File: src/rtl/npc_pkg.sv
package npc_pkg;

   typedef enum logic [1:0] {
      BRK_EQ  = 2'b00,
      BRK_LE  = 2'b01,
      BRK_NEZ = 2'b10,
      BRK_LTZ = 2'b11
   } br_kind_e;

   typedef enum logic [1:0] {
      SEL_SEQ = 2'b00,
      SEL_BR  = 2'b01,
      SEL_ABS = 2'b10,
      SEL_REG = 2'b11
   } npc_sel_e;

endpackage

File: src/rtl/npc_adders.sv
module npc_adders #(
   parameter int XLEN  = 32,
   parameter int IMM_W = 16
) (
   input  logic [XLEN-1:0]  pc,
   input  logic [IMM_W-1:0] imm,
   output logic [XLEN-1:0]  seq_addr,
   output logic [XLEN-1:0]  br_addr
);
   localparam int EXT_W = XLEN - IMM_W - 2;
   localparam logic [XLEN-1:0] STEP = XLEN'(4);

   logic [XLEN-1:0] offs;

   assign offs     = {{EXT_W{imm[IMM_W-1]}}, imm, 2'b00};
   assign seq_addr = pc + STEP;
   assign br_addr  = seq_addr + offs;
endmodule

File: src/rtl/npc_cond.sv
module npc_cond
   import npc_pkg::*;
#(
   parameter int XLEN       = 32,
   parameter bit LE_VIA_SUB = 1'b0
) (
   input  logic [XLEN-1:0] rs,
   input  logic [XLEN-1:0] rt,
   input  br_kind_e        kind,
   output logic            cond
);
   logic eq_hit;
   logic le_hit;
   logic nez_hit;
   logic ltz_hit;

   assign eq_hit  = (rs == rt);
   assign nez_hit = |rs;
   assign ltz_hit = rs[XLEN-1];

   generate
      if (LE_VIA_SUB) begin : g_le_sub
         logic [XLEN:0] diff;
         assign diff   = {rs[XLEN-1], rs} - {rt[XLEN-1], rt};
         assign le_hit = diff[XLEN] | (diff == '0);
      end else begin : g_le_cmp
         assign le_hit = ($signed(rs) <= $signed(rt));
      end
   endgenerate

   always_comb begin
      unique case (kind)
         BRK_EQ:  cond = eq_hit;
         BRK_LE:  cond = le_hit;
         BRK_NEZ: cond = nez_hit;
         BRK_LTZ: cond = ltz_hit;
         default: cond = 1'b0;
      endcase
   end
endmodule

File: src/rtl/npc_select.sv
module npc_select
   import npc_pkg::*;
#(
   parameter int XLEN    = 32,
   parameter int JADDR_W = 26
) (
   input  logic [XLEN-1:0]    pc,
   input  logic [XLEN-1:0]    seq_addr,
   input  logic [XLEN-1:0]    br_addr,
   input  logic [JADDR_W-1:0] jaddr,
   input  logic [XLEN-1:0]    reg_addr,
   input  logic               br_en,
   input  logic               cond,
   input  logic               jmp,
   input  logic               jreg,
   output npc_sel_e           sel,
   output logic [XLEN-1:0]    npc
);
   localparam int REGION_W = XLEN - JADDR_W - 2;

   logic [XLEN-1:0] abs_addr;

   assign abs_addr = {pc[XLEN-1 -: REGION_W], jaddr, 2'b00};

   always_comb begin
      if (jreg)
         sel = SEL_REG;
      else if (jmp)
         sel = SEL_ABS;
      else if (br_en && cond)
         sel = SEL_BR;
      else
         sel = SEL_SEQ;
   end

   always_comb begin
      unique case (sel)
         SEL_REG: npc = reg_addr;
         SEL_ABS: npc = abs_addr;
         SEL_BR:  npc = br_addr;
         default: npc = seq_addr;
      endcase
   end
endmodule

File: src/rtl/npc_unit.sv
module npc_unit
   import npc_pkg::*;
#(
   parameter int XLEN       = 32,
   parameter int IMM_W      = 16,
   parameter int JADDR_W    = 26,
   parameter bit LE_VIA_SUB = 1'b0
) (
   input  logic [XLEN-1:0]    pc_i,
   input  logic [IMM_W-1:0]   imm_i,
   input  logic [JADDR_W-1:0] jaddr_i,
   input  logic [XLEN-1:0]    rs_val_i,
   input  logic [XLEN-1:0]    rt_val_i,
   input  logic               br_en_i,
   input  logic [1:0]         br_kind_i,
   input  logic               jmp_i,
   input  logic               jreg_i,
   output logic [XLEN-1:0]    npc_o,
   output logic [XLEN-1:0]    link_o
);
   generate
      if (XLEN < JADDR_W + 3) begin : g_bad_jaddr
         $error("npc_unit: XLEN too small for the jump field plus region bits");
      end
      if (XLEN < IMM_W + 3) begin : g_bad_imm
         $error("npc_unit: XLEN too small for the shifted immediate");
      end
   endgenerate

   logic [XLEN-1:0] seq_w;
   logic [XLEN-1:0] br_w;
   logic            cond_w;
   npc_sel_e        sel_w;

   npc_adders #(.XLEN(XLEN), .IMM_W(IMM_W)) u_add (
      .pc       (pc_i),
      .imm      (imm_i),
      .seq_addr (seq_w),
      .br_addr  (br_w)
   );

   npc_cond #(.XLEN(XLEN), .LE_VIA_SUB(LE_VIA_SUB)) u_cond (
      .rs   (rs_val_i),
      .rt   (rt_val_i),
      .kind (br_kind_e'(br_kind_i)),
      .cond (cond_w)
   );

   npc_select #(.XLEN(XLEN), .JADDR_W(JADDR_W)) u_sel (
      .pc       (pc_i),
      .seq_addr (seq_w),
      .br_addr  (br_w),
      .jaddr    (jaddr_i),
      .reg_addr (rs_val_i),
      .br_en    (br_en_i),
      .cond     (cond_w),
      .jmp      (jmp_i),
      .jreg     (jreg_i),
      .sel      (sel_w),
      .npc      (npc_o)
   );

   assign link_o = seq_w;
endmodule

File: config.mk
export PLATFORM = sky130hd
export DESIGN_NAME = npc_unit
export DESIGN_NICKNAME = d
export VERILOG_FILES = /design/src/rtl/npc_pkg.sv /design/src/rtl/npc_adders.sv /design/src/rtl/npc_cond.sv /design/src/rtl/npc_select.sv /design/src/rtl/npc_unit.sv
export SDC_FILE = /design/constraint.sdc
export NUM_CORES = 1
export LEC_CHECK = 0
export BUFFER_PORTS_ARGS = -buffer_cell sky130_fd_sc_hd__buf_2
export CAP_MARGIN = 20
export CORE_UTILIZATION = 43
export DETAILED_ROUTE_END_ITERATION = 8
export PLACE_DENSITY = 0.85
export SYNTH_ARGS = -nofsm -noshare
export SYNTH_HDL_FRONTEND = slang
export SYNTH_SLANG_ARGS = --single-unit
File: constraint.sdc
create_clock -name vclk -period 4.88
set_input_delay 0.976 -clock vclk [all_inputs]
set_output_delay 0.976 -clock vclk [all_outputs]
set_load 0.01 [all_outputs]
---- Word-level counts from Yosys, hierarchy flattened ----
Index checks and enable logic that the tools add are counted.
word-level totals
  latch bits .............................. 0
  bits in writable memories ............... 0
  memories ................................ 0
  register bits ........................... 0
  bits of input ports ..................... 143
  memory bits (read-only) ................. 0
  logic and storage cells ................. 18
operators by class
  bitwise logic cells ..................... 0
  magnitude comparators ................... 1
  shift operators ......................... 0
  add/subtract/negate cells ............... 2
  multiplexer cells ....................... 5
  reductions and logical operators ........ 3
  divide/modulo/power cells ............... 0
  eq/ne operators ......................... 7
  multipliers ............................. 0
operator list
  cell                     count
  $pmux W32 S3             1
  $add A32 B3 Y32 const B  1
  $add A32 B32 Y32         1
  $eq A32 B32 Y1           1
  $le A32 B32 Y1           1
  $reduce_or A32 Y1        1
  $eq A2 B2 Y1 const B     4
  $eq A2 B1 Y1 const B     2
  $mux W2                  2
  $pmux W1 S4              1
  $logic_not A2 Y1         1
  $logic_and A1 B1 Y1      1
  $mux W1                  1

---- Logic depth before layout (Yosys ltp) ----
  depth in word-level cells ............... 8
  mapped depth ............................ 16
  gate-level depth less buffers ........... 16

---- Cells and area by module ----
Synthesis repeated with hierarchy kept, for this count alone.
second synthesis, totals
  cell total of the unflattened synthesis .. 528
  area total of the unflattened synthesis .. 3689.8 sq um
modules (own cells, without submodules)
  module      times used  seq. area each (sq um)  area an instance (sq um)  cells an instance
  npc_adders  1           0.0                     1978.1                    274
  npc_cond    1           0.0                     939.7                     132
  npc_select  1           0.0                     772.0                     122

---- Worst setup path after synthesis ----
OpenSTA, ideal clock, no wires.
  path type ............................... input to output
  from .................................... input pc_i[3]
  to ...................................... output npc_o[30]
  buffers on the path ..................... 0
  required time ........................... 3.904 ns
  stages .................................. 15
  arrival time ............................ 4.202 ns
  setup slack ............................. -0.298 ns
  path through ............................ and4_4 nand4_4 nor2_1 and3_1 and3_1 xor2_1 ha_1 a21o_1 a221o_1 a211o_1 o22a_1 a31oi_1 o31ai_1 xnor2_1 o221ai_1
between the ends
  word-level cells in the longest chain between the ends .. 3
ends and longest elaborated chain
  item                  line              text
  from (decl)           npc_unit.sv:9     input logic [XLEN-1:0] pc_i,
  $add A32 B3 Y32       npc_adders.sv:16  assign seq_addr = pc + STEP;
  named net link_o[17]  npc_unit.sv:19    output logic [XLEN-1:0] link_o
  $add A32 B32 Y32      npc_adders.sv:17  assign br_addr = seq_addr + offs;
  $pmux W32 S3          npc_select.sv:37  unique case (sel)
  to (decl)             npc_unit.sv:18    output logic [XLEN-1:0] npc_o,
The timed path passes the listed nets, and every way through them passes these cells.

---- Worst setup path in the final report ----
  from .................................... input pc_i[2]
  to ...................................... output npc_o[22]
between the ends
  word-level cells in the longest chain between the ends .. 3
ends and longest elaborated chain
  item               line
  $add A32 B3 Y32 *  npc_adders.sv:16
  $add A32 B32 Y32   npc_adders.sv:17
  $pmux W32 S3 *     npc_select.sv:37
Mark *: on every way between the ends. The rest lies on a longest branch, timed or not.

==> results.sh <==
export IMPL_violations="negative setup slack"
export IMPL_fin_crit_ns=5.11
export IMPL_yosysTopAreaCell="ha_1"
export IMPL_cap_violations=0
export IMPL_io_pins=207
export IMPL_slowest_stage="a221o_1"
export IMPL_synthCells=541
export IMPL_wl_per_cell_um=18.9
export IMPL_syn_num_nets=747
export IMPL_end_kind="output port"
export IMPL_worst_ep_required_time_ns=3.90
export IMPL_hold_buffers=0
export IMPL_syn_area_per_cell_um2=7.04
export IMPL_finalHoldViolCount=0
export IMPL_dieArea_um2=9230
export IMPL_grt_pass1_wl_um=24600
export IMPL_worstMarginPinSlew_ns=0.704
export IMPL_area_growth_pct=64.3
export IMPL_seqCellArea_um2=0
export IMPL_die_y_um=96.1
export IMPL_nFillCells=679
export IMPL_multi_input_area_um2=4040
export IMPL_worst_ir_drop_vdd_v=0.0000793
export IMPL_critPathLaunchType="input port"
export IMPL_core_um2=8380
export IMPL_num_vias=5722
export IMPL_crit_fanout=4
export IMPL_yosysUniqueCellTypes=62
export IMPL_initial_utilization_pct=45.4
export IMPL_finalWirelength_um=17700
export IMPL_yosys_warnings=0
export IMPL_slew_viol_final=0
export IMPL_p_leak_nw=3.22
export IMPL_grt_max_degree=39
export IMPL_synthTopCellsByCount="62 x ha_1, 52 x inv_1, 39 x a21oi_1, 39 x nand2_1, 34 x nor2_1"
export IMPL_drcViolationCount=0
export IMPL_diodes=0
export IMPL_status="complete, but fails checks"
export IMPL_first_global_vias=5417
export IMPL_grt_setup_unrepaired="true"
export IMPL_cp_cell_sequence="buf_8 -> ha_4 -> nand4_1 -> buf_4 -> buf_4 -> nor4_4 -> xor2_1 -> ha_1 -> and3_4 -> a221o_1 -> a211o_1 -> o22a_1 -> a31oi_4 -> xor2_1 -> a21oi_1 -> o22a_1 -> buf_2"
export IMPL_cp_arrival_ns=4.14
export IMPL_gp_congestion=0.950
export IMPL_drive_gt1_share_pct=47.6
export IMPL_setup_slack_ns=-0.232
export IMPL_power_density_nw_per_um2=113
export IMPL_hold_class="in -> out"
export IMPL_dr_pass1_iters=5
export IMPL_drt_iter0_markers=331
export IMPL_yosysMostFrequentCell="ha_1"
export IMPL_overflow=0
export IMPL_period_share_pct=105
export IMPL_setup_viol=14
export IMPL_syn_cell_area_um2=3810
export IMPL_cp_slowest_stage_delay_ns=0.34
export IMPL_slew_headroom_pct=53.1
export IMPL_nets=1042
export IMPL_path_class="in -> out"
export IMPL_rows=33
export IMPL_max_freq_mhz=196
export IMPL_ys_seq_area_share_pct=0
export IMPL_netlist_area_leader_share_pct=20.4
export IMPL_holdWs_ns=2.16
export IMPL_clock_buffers=0
export IMPL_setup_tns_ns=-2.44
export IMPL_vias_per_cell=6.09
export IMPL_antenna_found_initial=0
export IMPL_cp_num_buf_inv=4
export IMPL_yosys_top_cells_area="ha_1 20%, xor2_1 6.2%, xnor2_1 5.5%"
export IMPL_path_delay_family="compound AO/OA/AOI/OAI gates"
export IMPL_port_buffers=207
export IMPL_antenna_left=0
export IMPL_grtUsageTotal_pct=33.9
export IMPL_seq_cells=0
export IMPL_die_w_um=96.1
export IMPL_dp_final_hpwl_um=13200
[worst paths after layout]
| kind | slack (ns) | end | startpoint | cells past startpoint |
|---|---|---|---|---|
| worst min-delay path | 2.16 | link_o[0] | pc_i[0] | 2 |
| worst max-delay path | -0.23 | npc_o[22] | pc_i[2] | 17 |
[routing by layer]
metal / routed length (um) / GRT usage, % / share of wire (%)
met2: 8850 / 63.7 / 50
met3: 1280 / 2.61 / 7.2
met5: 0 / 0 / 0
met1: 6650 / 39.3 / 38
met4: 922 / 13.1 / 5.2
[final cells by class]
cell class / count / area share [%]
inverter: 52 / 3.12
tap: 105 / 2.10
multi-input combinational: 469 / 64.6
timing repair buffer: 313 / 30.2
[repair_timing]
action,CTS,global route
pin swaps,42,36
setup endpoints to repair,15,19
gates resized for setup,38,43
gates cloned,0,0
setup buffers,10,9
[cell usage in the layout, fill, tap and decap left out, types with 11 or more instances in the layout]
cell,instances
xor2_1,21
ha_1,54
buf_2,204
nor2_1,30
a21oi_1,29
xnor2_1,18
a22o_1,11
o21ai_0,23
nand4_1,16
inv_1,52
buf_4,100
nand3_1,15
nand2_1,35
a22oi_1,17
a21o_1,14
mux2i_1,14
[cell families after synthesis]
group | share of synthesized area, %
AOI/OAI and AO/OA | 33.0
xor gates and xnor gates | 12.2
buffers and inverters | 7.66
adders and majority gates | 20.9
and+or+nand+nor | 22.4
muxes | 3.94
[power breakdown]
part | internal [mW] | switching [mW]
Clock | 0 | 0
Combinational | 0.329 | 0.379
Sequential | 0 | 0
[through the flow]
step	setup WS, ns	cells	power [mW]	utilization, %	cell area [um^2]
2_1_floorplan	0.000243	541	0.351	-	3950
3_3_place_gp	-0.247	920	0.602	68.0	5700
3_5_place_dp	-0.331	920	0.617	68.0	5700
4_1_cts	-0.219	930	0.651	71.2	5960
5_1_grt	-0.448	939	0.762	74.6	6250
6_report	-0.232	939	0.708	74.6	6250
Power figures use the tool's default switching activity.
